--- src/rtl/hpt_pkg.sv ---
`timescale 1ns/1ps
package hpt_pkg;
    localparam int unsigned VSID_W     = 24;
    localparam int unsigned PIDX_W     = 16;
    localparam int unsigned PAGE_SHIFT = 12;
    localparam int unsigned SEG_OFF_W  = PAGE_SHIFT + PIDX_W;
    localparam int unsigned API_W      = 6;
    localparam int unsigned ENTRY_BYTES = 8;

    localparam int unsigned V_BIT = 31;
    localparam int unsigned H_BIT = 6;
    localparam int unsigned R_BIT = 8;
    localparam int unsigned C_BIT = 7;

    localparam logic [31:0] TAG_FIELDS = 32'h7FFF_FFBF;

    typedef enum logic [3:0] {
        ST_IDLE,
        ST_RD0,
        ST_RD0_W,
        ST_RD1,
        ST_RD1_W,
        ST_CHECK,
        ST_SETR,
        ST_SETR_W,
        ST_SETC,
        ST_SETC_W,
        ST_DONE
    } walk_state_e;
endpackage

--- src/rtl/hpt_hash.sv ---
`timescale 1ns/1ps
module hpt_hash
    import hpt_pkg::*;
#(
    parameter int unsigned ADDR_W      = 32,
    parameter int unsigned GROUP_SHIFT = 6
) (
    input  logic [VSID_W-1:0] vsid_i,
    input  logic [PIDX_W-1:0] pidx_i,
    input  logic              pass_i,
    input  logic [ADDR_W-1:0] mask_i,
    output logic [31:0]       tag_o,
    output logic [ADDR_W-1:0] group_off_o
);
    logic [ADDR_W-1:0] hash;
    logic [ADDR_W-1:0] sel;

    always_comb begin
        hash        = ADDR_W'(vsid_i ^ VSID_W'(pidx_i));
        sel         = pass_i ? ~hash : hash;
        group_off_o = (sel << GROUP_SHIFT) & mask_i;
        tag_o       = {1'b0, vsid_i, 1'b0, pidx_i[PIDX_W-1 -: API_W]};
    end
endmodule

--- src/rtl/hpt_match.sv ---
`timescale 1ns/1ps
module hpt_match
    import hpt_pkg::*;
(
    input  logic [31:0] word0_i,
    input  logic [31:0] tag_i,
    input  logic        pass_i,
    output logic        hit_o
);
    always_comb begin
        hit_o = word0_i[V_BIT]
             && (word0_i[H_BIT] == pass_i)
             && ((word0_i & TAG_FIELDS) == tag_i);
    end
endmodule

--- src/rtl/hpt_walker.sv ---
`timescale 1ns/1ps
module hpt_walker
    import hpt_pkg::*;
#(
    parameter int unsigned ADDR_W        = 32,
    parameter int unsigned GROUP_ENTRIES = 8
) (
    input  logic                 clk,
    input  logic                 rst_n,
    input  logic                 walk_valid,
    output logic                 walk_ready,
    input  logic [VSID_W-1:0]    walk_vsid,
    input  logic [SEG_OFF_W-1:0] walk_seg_off,
    input  logic                 walk_store,
    input  logic [ADDR_W-1:0]    tbl_base,
    input  logic [ADDR_W-1:0]    tbl_mask,
    output logic                 mem_req_valid,
    input  logic                 mem_req_ready,
    output logic [ADDR_W-1:0]    mem_req_addr,
    output logic                 mem_req_we,
    output logic [3:0]           mem_req_be,
    output logic [31:0]          mem_req_wdata,
    input  logic                 mem_rsp_valid,
    input  logic [31:0]          mem_rsp_data,
    output logic                 res_valid,
    output logic                 res_found,
    output logic [ADDR_W-1:0]    res_offset,
    output logic [31:0]          res_word0,
    output logic [31:0]          res_word1,
    output logic [31:0]          res_raddr,
    output logic                 res_wr_inhibit
);
    localparam int unsigned IDX_W       = (GROUP_ENTRIES > 1) ? $clog2(GROUP_ENTRIES) : 1;
    localparam int unsigned SLOT_SHIFT  = $clog2(ENTRY_BYTES);
    localparam int unsigned GROUP_SHIFT = $clog2(GROUP_ENTRIES * ENTRY_BYTES);
    localparam int unsigned MAX_PROBES  = 2 * GROUP_ENTRIES;
    localparam int unsigned PROBE_W     = $clog2(MAX_PROBES + 1) + 1;
    localparam logic [IDX_W-1:0] LAST_SLOT = IDX_W'(GROUP_ENTRIES - 1);

    typedef struct packed {
        walk_state_e          st;
        logic [VSID_W-1:0]    vsid;
        logic [SEG_OFF_W-1:0] soff;
        logic                 store;
        logic                 pass;
        logic [IDX_W-1:0]     idx;
        logic [31:0]          w0;
        logic [31:0]          w1;
        logic                 found;
        logic                 inhibit;
        logic                 w0_ok;
    } walk_regs_t;

    walk_regs_t q, d;

    logic [31:0]       tag;
    logic [ADDR_W-1:0] group_off;
    logic [ADDR_W-1:0] entry_off;
    logic [ADDR_W-1:0] entry_addr;
    logic              hit;

    hpt_hash #(
        .ADDR_W      (ADDR_W),
        .GROUP_SHIFT (GROUP_SHIFT)
    ) u_hash (
        .vsid_i      (q.vsid),
        .pidx_i      (q.soff[SEG_OFF_W-1:PAGE_SHIFT]),
        .pass_i      (q.pass),
        .mask_i      (tbl_mask),
        .tag_o       (tag),
        .group_off_o (group_off)
    );

    hpt_match u_match (
        .word0_i (q.w0),
        .tag_i   (tag),
        .pass_i  (q.pass),
        .hit_o   (hit)
    );

    always_comb begin
        entry_off  = group_off + (ADDR_W'(q.idx) << SLOT_SHIFT);
        entry_addr = tbl_base + entry_off;

        d             = q;
        walk_ready    = 1'b0;
        mem_req_valid = 1'b0;
        mem_req_addr  = entry_addr;
        mem_req_we    = 1'b0;
        mem_req_be    = 4'b0000;
        mem_req_wdata = 32'h0;

        unique case (q.st)
            ST_IDLE: begin
                walk_ready = 1'b1;
                if (walk_valid) begin
                    d.vsid    = walk_vsid;
                    d.soff    = walk_seg_off;
                    d.store   = walk_store;
                    d.pass    = 1'b0;
                    d.idx     = '0;
                    d.found   = 1'b0;
                    d.inhibit = 1'b0;
                    d.st      = ST_RD0;
                end
            end
            ST_RD0: begin
                mem_req_valid = 1'b1;
                if (mem_req_ready) begin
                    d.w0_ok = 1'b0;
                    d.st    = ST_RD0_W;
                end
            end
            ST_RD0_W: begin
                if (mem_rsp_valid) begin
                    d.w0    = mem_rsp_data;
                    d.w0_ok = 1'b1;
                    d.st    = ST_RD1;
                end
            end
            ST_RD1: begin
                mem_req_valid = 1'b1;
                mem_req_addr  = entry_addr + ADDR_W'(4);
                if (mem_req_ready) d.st = ST_RD1_W;
            end
            ST_RD1_W: begin
                if (mem_rsp_valid) begin
                    d.w1 = mem_rsp_data;
                    d.st = ST_CHECK;
                end
            end
            ST_CHECK: begin
                if (hit) begin
                    d.found   = 1'b1;
                    d.inhibit = !q.w1[C_BIT] && !q.store;
                    if (!q.w1[R_BIT])                     d.st = ST_SETR;
                    else if (!q.w1[C_BIT] && q.store)     d.st = ST_SETC;
                    else                                  d.st = ST_DONE;
                end else if (q.idx != LAST_SLOT) begin
                    d.idx = q.idx + 1'b1;
                    d.st  = ST_RD0;
                end else if (!q.pass) begin
                    d.pass = 1'b1;
                    d.idx  = '0;
                    d.st   = ST_RD0;
                end else begin
                    d.found = 1'b0;
                    d.st    = ST_DONE;
                end
            end
            ST_SETR: begin
                mem_req_valid = 1'b1;
                mem_req_addr  = entry_addr + ADDR_W'(4);
                mem_req_we    = 1'b1;
                mem_req_be    = 4'b0010;
                mem_req_wdata = {16'h0, q.w1[15:8] | 8'h01, 8'h00};
                if (mem_req_ready) d.st = ST_SETR_W;
            end
            ST_SETR_W: begin
                if (mem_rsp_valid) d.st = (!q.w1[C_BIT] && q.store) ? ST_SETC : ST_DONE;
            end
            ST_SETC: begin
                mem_req_valid = 1'b1;
                mem_req_addr  = entry_addr + ADDR_W'(4);
                mem_req_we    = 1'b1;
                mem_req_be    = 4'b0001;
                mem_req_wdata = {24'h0, q.w1[7:0] | 8'h80};
                if (mem_req_ready) d.st = ST_SETC_W;
            end
            ST_SETC_W: begin
                if (mem_rsp_valid) d.st = ST_DONE;
            end
            ST_DONE: begin
                d.st = ST_IDLE;
            end
            default: d.st = ST_IDLE;
        endcase

        res_valid      = (q.st == ST_DONE);
        res_found      = q.found;
        res_wr_inhibit = q.inhibit;
        res_offset     = q.found ? entry_off : '0;
        res_word0      = q.found ? q.w0 : 32'h0;
        res_word1      = q.found ? q.w1 : 32'h0;
        res_raddr      = q.found ? {q.w1[31:PAGE_SHIFT], q.soff[PAGE_SHIFT-1:0]} : 32'h0;
    end

    always_ff @(posedge clk or negedge rst_n) begin
        if (!rst_n) begin
            q       <= '0;
            q.st    <= ST_IDLE;
        end else begin
            q <= d;
        end
    end

    // Probe counter kept for the properties below: word-0 reads since the walk began.
    logic [PROBE_W-1:0] probe_cnt_q;
    always_ff @(posedge clk or negedge rst_n) begin
        if (!rst_n)                                  probe_cnt_q <= '0;
        else if (walk_valid && walk_ready)           probe_cnt_q <= '0;
        else if (q.st == ST_RD0 && mem_req_ready)    probe_cnt_q <= probe_cnt_q + 1'b1;
    end


    req_hold_chk: assert property (@(posedge clk) disable iff (!rst_n)
        mem_req_valid && !mem_req_ready |=> mem_req_valid && $stable(mem_req_addr) && $stable(mem_req_we));


    idle_quiet_chk: assert property (@(posedge clk) disable iff (!rst_n)
        walk_ready |-> !mem_req_valid);


    byte_lane_chk: assert property (@(posedge clk) disable iff (!rst_n)
        mem_req_valid && mem_req_we |-> $countones(mem_req_be) == 1);


    word_order_chk: assert property (@(posedge clk) disable iff (!rst_n)
        mem_req_valid && !mem_req_we && mem_req_addr[2] |-> q.w0_ok);


    hit_fields_chk: assert property (@(posedge clk) disable iff (!rst_n)
        res_valid && res_found |-> res_word0[V_BIT] && (res_word0[H_BIT] == q.pass));


    miss_probes_chk: assert property (@(posedge clk) disable iff (!rst_n)
        res_valid && !res_found |-> probe_cnt_q == PROBE_W'(MAX_PROBES));


    probe_bound_chk: assert property (@(posedge clk) disable iff (!rst_n)
        probe_cnt_q <= PROBE_W'(MAX_PROBES));


    inhibit_rule_chk: assert property (@(posedge clk) disable iff (!rst_n)
        res_valid |-> res_wr_inhibit == (res_found && !res_word1[C_BIT] && !q.store));


    res_pulse_chk: assert property (@(posedge clk) disable iff (!rst_n)
        res_valid |=> !res_valid);
endmodule

--- config.mk ---
export PLATFORM = sky130hd
export DESIGN_NAME = hpt_walker
export DESIGN_NICKNAME = d
export VERILOG_FILES = /design/src/rtl/hpt_pkg.sv /design/src/rtl/hpt_hash.sv /design/src/rtl/hpt_match.sv /design/src/rtl/hpt_walker.sv
export SDC_FILE = /design/constraint.sdc
export NUM_CORES = 1
export LEC_CHECK = 0
export BUFFER_PORTS_ARGS = -buffer_cell sky130_fd_sc_hd__buf_2
export CAP_MARGIN = 5
export CORE_MARGIN = 4
export CORE_UTILIZATION = 45
export CTS_CLUSTER_SIZE = 12
export DETAILED_ROUTE_END_ITERATION = 10
export PLACE_DENSITY = 0.73
export SLEW_MARGIN = 15
export SYNTH_ARGS = -nofsm -noshare
export SYNTH_HDL_FRONTEND = slang
export SYNTH_SLANG_ARGS = --single-unit
export TNS_END_PERCENT = 5
--- constraint.sdc ---
create_clock -name clk -period 12.7 [get_ports clk]
set_input_delay 1.905 -clock clk [delete_from_list [all_inputs] [get_ports clk]]
set_output_delay 1.905 -clock clk [all_outputs]
set_load 0.1 [all_outputs]
==> metrics, run 1 <==
outcome complete, no violations; Num CTS Buffers 17; worst r2r path cells 9; pre-CTS setup slack 5050 ps; area grow syn2layout 23.6%; crit-path max FO 5; Synth Flop Type dfrtp_1; cells after synthesis around 1100; Row Count 52; final setup vio count 0; vias in the first global route 8465; Cell variety after synth 74; Placer Congestion approximately 0.95; routed len/inst 17.4 um; hold_buf cts 0; port bufs 324; critical path arrival 5750 ps; hold_sp q[75]; CORE AREA 20500 um2; initial DRC count 347; Yosys reg bits 127; Max clock buf depth 2; share of cells above drive strength 1 33.6%; Min-Delay Path Depth 2; final worst slack 5050 ps; Setup TNS Final 0 ps; clock slew at reported path FFs 60 ps; Fillers 1841; required time worst endpoint around 11000 ps; Detailed Routing Iterations Pass 1 5; synth warn 0; # clock sinks 127; dpl cell area 11100 um2; FFs w/ async S/R, synth between 90% and 100%; sequential fraction of the synthesis area roughly a third; Final Hold Vio Count 0; Root Driver clkbuf_16; Pleak 6.18 nW; IO Count 356; multi-input logic area 5790 um2; GRT Total Usage 23.7%; Final #Nets 1530; Startpoint Class primary input; register-to-register setup slack just under 10000 ps; Crit Path Category in -> out; CTS tree built; die height about 150 um; hold crit path type reg -> reg; vias 8511; die area 23400 um2; Final ANT Viol Nets 0; Max VDD drop 0.000219 V; Sequential Area 3180 um2; relative slew slack between 20% and 30%; crit path time final 7650 ps; max-cap check violation count 0; highest clock rate ~0.13 GHz; DRC viols 0; r2r endpoint q[126]; H-tree levels 4; global route overflow 0; Via density around 5.2; Cell Area, Synth 9470 um2; Slew Viols, Final 0; CP Capture Type output port; Syn Area/Cell 8.84 um2; largest net degree at the start of global routing 83; unrepaired setup endpoints after global routing false; Pwr per Cell Area 306 nW/um2; Initial Util 46.2%; slew at the pin with the worst max-slew slack 1150 ps; final setup skew 12.2 ps; die width approximately 150 um; placed wire-length estimate between 20000 and 25000 um; Clk Latency, worst-skew pair 410 ps; global-route wire length before repair between 40000 and 50000 um; Final Cell Area 11700 um2; initial antenna violation count 4; RR Startpoint q[70]; post-CTS sizing 0; drt total wl 28600 um; Post-CTS Setup Repair Bufs 0; fin util a little under three fifths; Worst Hold Endpoint q[75]; Final Cycle Share roughly three fifths; Post-synth EDFFs 0
-- area by class of cell --
class	instances	share of cell area, %
multi-input cells	853	49.4
flip-flops and latches	127	27.1
repair buffers	329	14.2
clock buffers	20	3.90
well taps	270	2.88
clock inverters	12	1.55
inverters	26	0.833
diodes	2	0.0427
-- worst max-delay path, stage by stage --
cell and delay, ps:
buf_2 110, and2_1 140, ha_1 340, a21o_1 220, a21o_1 200, o21a_1 210
o31ai_1 500, a21oi_1 160, xnor2_1 300, nand3_2 190, nor4_4 460, nand2_1 140
nor4b_2 280, xnor2_1 150, buf_2 440
-- cell families after synthesis --
| group | count (synthesis) | share of synthesized area [%] |
|---|---|---|
| fa+ha+maj | 32 | 4.07 |
| simple gates | 489 | 26.0 |
| xor+xnor | 122 | 13.3 |
| compound gates | 122 | 8.69 |
| mux | 67 | 7.94 |
| flops | 127 | 33.6 |
| buf+inv | 112 | 6.34 |
| other cells | 1 | 0.0396 |
-- layout by cell type, fill, tap and decap left out, drive strengths merged, types with 25 or more instances in the layout --
cell,instances
buf,329
nand2,201
dfrtp,127
and2,112
mux2,65
xnor2,57
xor2,52
nor2,49
a21oi,30
inv,28
and3,27
nand3,26
o21ai,25
-- how the worst max path moves through the flow --
stage	from	slack, ps	to	cells past startpoint
floorplan	tbl_mask[7]	4760	mem_req_addr[24]	13
global placement	tbl_mask[7]	5070	mem_req_addr[31]	15
detailed placement	tbl_mask[7]	5050	mem_req_addr[31]	15
CTS	tbl_mask[7]	5030	mem_req_addr[31]	15
global route	tbl_mask[7]	4760	mem_req_addr[31]	15
finish	tbl_mask[7]	5050	mem_req_addr[31]	15
-- sequential cells by signal (all words and copies together), names as in the netlist --
name	count
q	125
res_found	1
res_wr_inhibit	1
-- cells in the mapped netlist, drive strengths merged, types with 9 or more instances --
cell      n  area, um2
a21o     10       75.1
a21oi    30        154
and2    112        704
and3     27        174
buf      55        387
clkbuf   31        116
dfrtp   127       3180
ha       21        263
inv      26       97.6
maj3     10        103
mux2     65        732
nand2   201        754
nand3    26        135
nor2     49        184
nor2b     9       56.3
nor3     16       80.1
nor4     17        140
o21ai    25        125
xnor2    57        507
xor2     52        455
-- metal layers --
| layer | global-route usage, % | vias to the layer above | share of wire (%) |
|---|---|---|---|
| met4 | 7.47 | 4 | 2.4 |
| met3 | 4.44 | 50 | 6.5 |
| li1 | - | 4141 | - |
| met5 | 0 | - | 0.091 |
| met2 | 39.4 | 322 | 48 |
| met1 | 31.5 | 3994 | 43 |
-- where the power goes --
group	internal [W]	switching, W
sequential	0.000596	0.000202
combinational	0.000653	0.00161
clock	0.000340	0.000186
-- stage by stage --
step                      hold slack, ps  cells  total power [W]
after floorplan                      432   1092          0.00264
after global placement               446   1605          0.00303
after detailed placement             456   1605          0.00306
after CTS                            471   1637          0.00360
after global routing                 489   1639          0.00381
final                                470   1639          0.00358
Power figures use the tool's default switching activity.
==> run 2, diff against run 1 <==
ABC_AREA = 1   (was not set)
PLACE_DENSITY = 0.74   (was 0.73)
clock period = 6.45 ns   (was 12.7 ns; I/O delays follow)
==> metrics, run 2 <==
outcome complete, no violations; Largest register FFs 125 (unchanged); initial DRC count 716 (+110%); Detailed Routing Iterations Pass 1 6 (+1); fin util 55.9% (-1.3 points); share of power burned in registers 21.5% (-0.8 points); hold_buf cts 0 (unchanged); final setup skew 14.7 ps (+2.46 ps); placed insts 2207 (+38%); Clk Latency, worst-skew pair 420 ps (about the same); register-to-register setup slack 3410 ps (-6240 ps); crit path time final 5420 ps; worst r2r path cells 11 (+2); vias in the first global route 10300 (+22%); Biggest register q; Max clock buf depth 2 (unchanged); Cell Area, Synth 10600 um2 (+12%); share of cells above drive strength 1 26.4% (-7.1 points); global-route wire length before repair 52300 um (+16%); post-CTS sizing 0 (unchanged); Pwr per Cell Area 557 nW/um2 (+82%); post-synth top area share 30.0% (-3.6 points); die height 162 um (+5.5%); area grow syn2layout 20.7%; required time worst endpoint 5480 ps (-5320 ps); clock share of power 13.1% (-1.6 points); switching power total 0.00424 W (+110%); slew at the pin with the worst max-slew slack 1020 ps (-132 ps); Max VDD drop 0.000447 V (+100%); multi-input logic area 5820 um2 (+0.63%); largest net degree at the start of global routing 87 (+4.8%); CP Capture Type output port; sequential fraction of the synthesis area 30.0% (-3.6 points); CTS tree built; cells after synthesis 1630 (+52%); Worst Hold Endpoint q[80]; synth top area cells dfrtp_1 30%, nand2_1 18%, inv_1 10%; Fillers 2329 (+27%); H-tree levels 4 (unchanged); Syn Area/Cell 6.51 um2 (-26%); Startpoint Class flop; GRT Total Usage 25.0% (+1.3 points); final setup vio count 0 (unchanged); Final Hold Vio Count 0 (unchanged); Min-Delay Path Depth 2 (unchanged); CORE AREA 22900 um2 (+12%); Post-synth EDFFs 0 (unchanged); IO Count 356 (unchanged); Slew Viols, Final 0 (unchanged); hold crit path type reg -> reg; clock slew at reported path FFs 60 ps (about the same); die width 162 um (+5.5%); Post-Layout Cell Count 2240 (+37%); Via density 4.87 (-6.2%); top cells by count, synth 496 x nand2_1, 286 x inv_1, 127 x dfrtp_1, 123 x o21ai_0, 113 x nor2_1; Final ANT Viol Nets 0 (unchanged); RR Startpoint q[125]; Comb pwr share 65.4% (+2.3 points); Sequential Area 3180 um2 (unchanged); pre-CTS setup slack 1250 ps (-3800 ps); port bufs 324 (unchanged); die area 26100 um2 (+11%); Initial Util 46.3% (+0.070 points); placed wire-length estimate 27300 um (+22%); Final Cycle Share between 80% and 90%; Num CTS Buffers 17 (unchanged); FFs w/ async S/R, synth 100% (unchanged); Crit Path Category reg -> out; Switching Fraction 59.5% (+3.8 points); initial antenna violation count 3 (-1); commonest non-fill, non-tap cells in the layout 494 x nand2_1, 323 x buf_2, 286 x inv_1, 126 x dfrtp_1, 123 x o21ai_0; unrepaired setup endpoints after global routing false; Cell variety after synth 52 (-30%); relative slew slack 31.8% (+8.7 points); vias 10900 (+28%); Row Count 55 (+5.8%); r2r endpoint q[124]; beginning of the critical path q[70]; Synth Flop Type dfrtp_1; Final #Nets 2089 (+37%); drt total wl 33300 um (+17%); max-cap check violation count 0 (unchanged); crit-path max FO 15 (+10); # clock sinks 127 (unchanged); most common cell after layout, fill and taps aside nand2_1; internal power 0.00289 W (+82%); Pleak 7.91 nW (+28%); post-synth top area cell dfrtp_1; highest clock rate 0.185 GHz; top-count cell post-synth nand2_1; routed len/inst 14.9 um (-15%); DRC viols 0 (unchanged); global route overflow 0 (unchanged); synth warn 0 (unchanged); Setup TNS Final 0 ps (unchanged); Root Driver clkbuf_16; hold_sp q[80]; Post-CTS Setup Repair Bufs 0 (unchanged); final worst slack 1030 ps (-4010 ps); Yosys reg bits 127 (unchanged); Placer Congestion 0.931 (-1.9%); critical path arrival 4450 ps (-1300 ps)
run 2: layer usage:
layer	up-vias	track usage (%)	wire length [um]
met5	-	0	7
met4	2	6.09	616
met3	39	5.18	2170
met2	366	43.4	16500
met1	4972	31.9	14100
li1	5531	-	-
run 2: how the worst max path moves through the flow:
stage                       endpoint  slack, ps  cells after the start
floorplan           mem_req_addr[17]        300                     13
global placement    mem_req_addr[30]       1380                     24
detailed placement  mem_req_addr[28]       1250                     22
CTS                 mem_req_addr[28]       1040                     22
global route        mem_req_addr[28]        470                     22
finish              mem_req_addr[31]       1030                     22
run 2: kinds of logic after synthesis:
| family | synth area share, % |
|---|---|
| simple gates | 39.2 |
| buf+inv | 15.9 |
| compound gates | 9.04 |
| flops | 30.0 |
| xor+xnor | 3.14 |
| fa+ha+maj | 2.67 |
| other cells | 0.0354 |
run 2: per-stage QoR:
stage	hold WS (ps)	total power, W	cell area (um2)
floorplan	442	0.00527	10700
global placement	457	0.00610	12200
detailed placement	461	0.00619	12200
CTS	479	0.00716	12800
global route	497	0.00769	12800
finish	478	0.00713	12800
run 2: area by class of cell:
cell class	count	share of cell area, %
antenna	1	0.0196
clock buffer	19	3.38
clock inverter	13	1.09
inverter	308	9.09
multi-input combinational	1130	45.5
sequential	127	24.8
tap	313	3.06
timing repair buffer	329	13.0
run 2: critical path, stage by stage, from the launching register on:
cell     delay [ps]
dfrtp_1         550
inv_8           240
nor2_1           90
nor3_1          330
ha_1            360
nand2_1         110
nand2_1          70
o21ai_1         130
nand2_1         160
inv_2            90
nand2_1          50
nor4_1          500
nand2_1          90
nor2_1          190
nand2_1         130
nor2_2          110
nand2_1         120
inv_1            80
nand3_1          60
nand2_1          60
nand2_1          40
inv_1            40
buf_2           410
run 2: power groups by stage:
stage                     registers (W)  logic, W  clock network (W)
after CTS                       0.00153   0.00467           0.000953
after detailed placement        0.00153   0.00466                  0
after global routing            0.00158   0.00511           0.000992
after global placement          0.00152   0.00458                  0
final                           0.00153   0.00466           0.000936
after floorplan                 0.00143   0.00384                  0
==> run 3, diff against run 2 <==
clock period = 4.45 ns   (was 6.45 ns; I/O delays follow)
==> metrics, run 3 (same netlist as run 2, synthesis figures left out) <==
H-tree levels 4 (unchanged); port bufs 324 (unchanged); Largest register FFs 125 (unchanged); unrepaired setup endpoints after global routing true; Max VDD drop 0.000694 V (+55%); crit-path max FO 4 (-11); CP bufs+invs 3 (-2); commonest non-fill, non-tap cells in the layout 475 x nand2_1, 299 x buf_2, 279 x inv_1, 126 x dfrtp_1, 123 x o21ai_0; Pleak 8.20 nW (+3.6%); relative slew slack 32.8% (+0.98 points); final setup vio count 1 (+1); grt met1 use 32.1% (+0.23 points); initial antenna violation count 4 (+1); Biggest register q; Final Hold Vio Count 0 (unchanged); global routing usage on met3 4.44% (-0.74 points); global route overflow 0 (unchanged); Num CTS Buffers 17 (unchanged); met2 usage 44.6% (+1.2 points); die width 162 um (unchanged); crit path time final 4470 ps; Pwr per Cell Area 843 nW/um2 (+51%); delay of the slowest critical-path stage 410 ps (-140 ps); crit-path leading delay family simple AND/OR/NAND/NOR gates; Detailed Routing Iterations Pass 1 5 (-1); max-cap check violation count 0 (unchanged); most common cell after layout, fill and taps aside nand2_1; Slew Viols, Final 0 (unchanged); final setup skew 8.31 ps (-6.35 ps); Placer Congestion 0.963 (+3.4%); IO Count 356 (unchanged); slowest cell on the critical path dfrtp_1; clock slew at reported path FFs 60 ps (about the same); total power 0.0115 W (+61%); CORE AREA 22900 um2 (unchanged); placed wire-length estimate 27700 um (+1.5%); r2r endpoint q[127]; fin util 59.6% (+3.7 points); crit-path cells xnor2_2, xor2_2, nor2_1, ha_1, a21oi_2, o21a_1, o21ai_2, nand3_2, nand2_4, buf_4, nand2_2, nand3_4, nor2_2, nand2_2, nor2_1, nand2_2, nor2_4, nand2_2, clkinv_1, nand3b_1, nand2_2, buf_12; Clk Latency, worst-skew pair 410 ps (about the same); # clock sinks 127 (unchanged); Root Driver clkbuf_16; CTS tree built; RR Startpoint q[70]; drt total wl 34400 um (+3.1%); cell mode on critical path nand2_2; critical path arrival 3800 ps (-650 ps); hold crit path type in -> async; Max clock buf depth 2 (unchanged); highest clock rate 0.224 GHz; Initial Util 46.3% (unchanged); Final ANT Viol Nets 0 (unchanged); required time worst endpoint 3780 ps (-1700 ps); failing checks setup timing; vias 11100 (+1.5%); largest net degree at the start of global routing 108 (+24%); outcome finished, violations left; Startpoint Class flop; CP Capture Type output port; global-route wire length before repair 53400 um (+2.2%); die height 162 um (unchanged); Via density 4.90 (+0.53%); Row Count 55 (unchanged); share of cells above drive strength 1 30.3% (+3.9 points); Crit Path Category reg -> out; DRC viols 0 (unchanged); Final #Nets 2109 (+0.96%); grt peak-use layer met2; final worst slack -19.5 ps (-1050 ps); GRT Total Usage 25.5% (+0.56 points); initial DRC count 716 (unchanged); Final Cycle Share 100%; slew at the pin with the worst max-slew slack 1010 ps (-17.2 ps); vias in the first global route 10600 (+2.7%); routed len/inst 15.2 um (+2.1%); area grow syn2layout 28.7%; worst r2r path cells 13 (+2); register-to-register setup slack 1500 ps (-1910 ps); die area 26100 um2 (unchanged)
## run 3: cell count changes in the layout (fill, tap and decap cells not counted), moves of 8 or more
cell | previous run | this run
buf_2 | 323 | 299
xor2_2 | 0 | 8
buf_4 | 5 | 23
buf_12 | 0 | 24
nand2_2 | 52 | 67
xor2_1 | 23 | 15
nand2_1 | 494 | 475
## run 3: area by class of cell
type                            instances  area [um2]
Clock buffer                           20         447
Antenna cell                            4        10.0
Tap cell                              313         392
Timing Repair Buffer                  349        2180
Clock inverter                         11         134
Inverter                              308        1160
Fill cell                            2226        9260
Sequential cell                       127        3180
Multi-Input combinational cell       1130        6140
## run 3: report_power, final
| part | internal, W | leakage (nW) | total (W) | switching [W] |
|---|---|---|---|---|
| Clock | 0.000841 | 0.269 | 0.00137 | 0.000525 |
| Sequential | 0.00172 | 1.59 | 0.00221 | 0.000488 |
| Combinational | 0.00248 | 6.34 | 0.00794 | 0.00546 |
| Total | 0.00504 | 8.20 | 0.0115 | 0.00648 |
## run 3: metal layers
metal  vias to the layer above  wire length (um)  part of all wire [%]
met5                         -                12                 0.035
met4                         2               853                   2.5
met3                        62              2020                   5.9
met2                       363             16900                    49
met1                      5063             14600                    42
li1                       5586                 -                     -
## run 3: metrics by stage
step	hold slack, ps	std cells	worst slack, ps	setup TNS [ps]	cell area, um2
after floorplan	372	1650	-801	-8240	10700
after global placement	455	2211	235	0	12700
after detailed placement	461	2211	168	0	12700
after CTS	405	2248	0.787	0	13400
after global routing	439	2260	-234	-2230	13600
final	368	2262	-19.5	-19.5	13700
## run 3: worst register-to-register path: stages (launching register included)
cell	delay, ps
dfrtp_1	390
buf_6	150
inv_8	60
buf_4	280
nor2_1	70
a211oi_1	280
nand3_1	110
nor4_1	520
nand2_1	290
a21oi_1	360
o21ai_0	140
nand2_1	90
nand2_1	50
o21ai_0	90
## run 3: repair_timing
action / 4_1_cts / 5_1_grt
hold buffers: 0 / 0
setup endpoints to repair: 16 / 17
resized for setup: 29 / 39
buffers inserted: 6 / 10
pin swaps: 20 / 33
## run 3: worst max-delay path by stage
stage | from | depth (start not counted) | to
global route | q[84] | 26 | mem_req_addr[29]
CTS | q[86] | 26 | mem_req_addr[29]
detailed placement | tbl_mask[6] | 22 | mem_req_addr[21]
floorplan | res_found | 4 | res_offset[26]
finish | q[101] | 22 | mem_req_addr[29]
global placement | tbl_mask[6] | 22 | mem_req_addr[31]
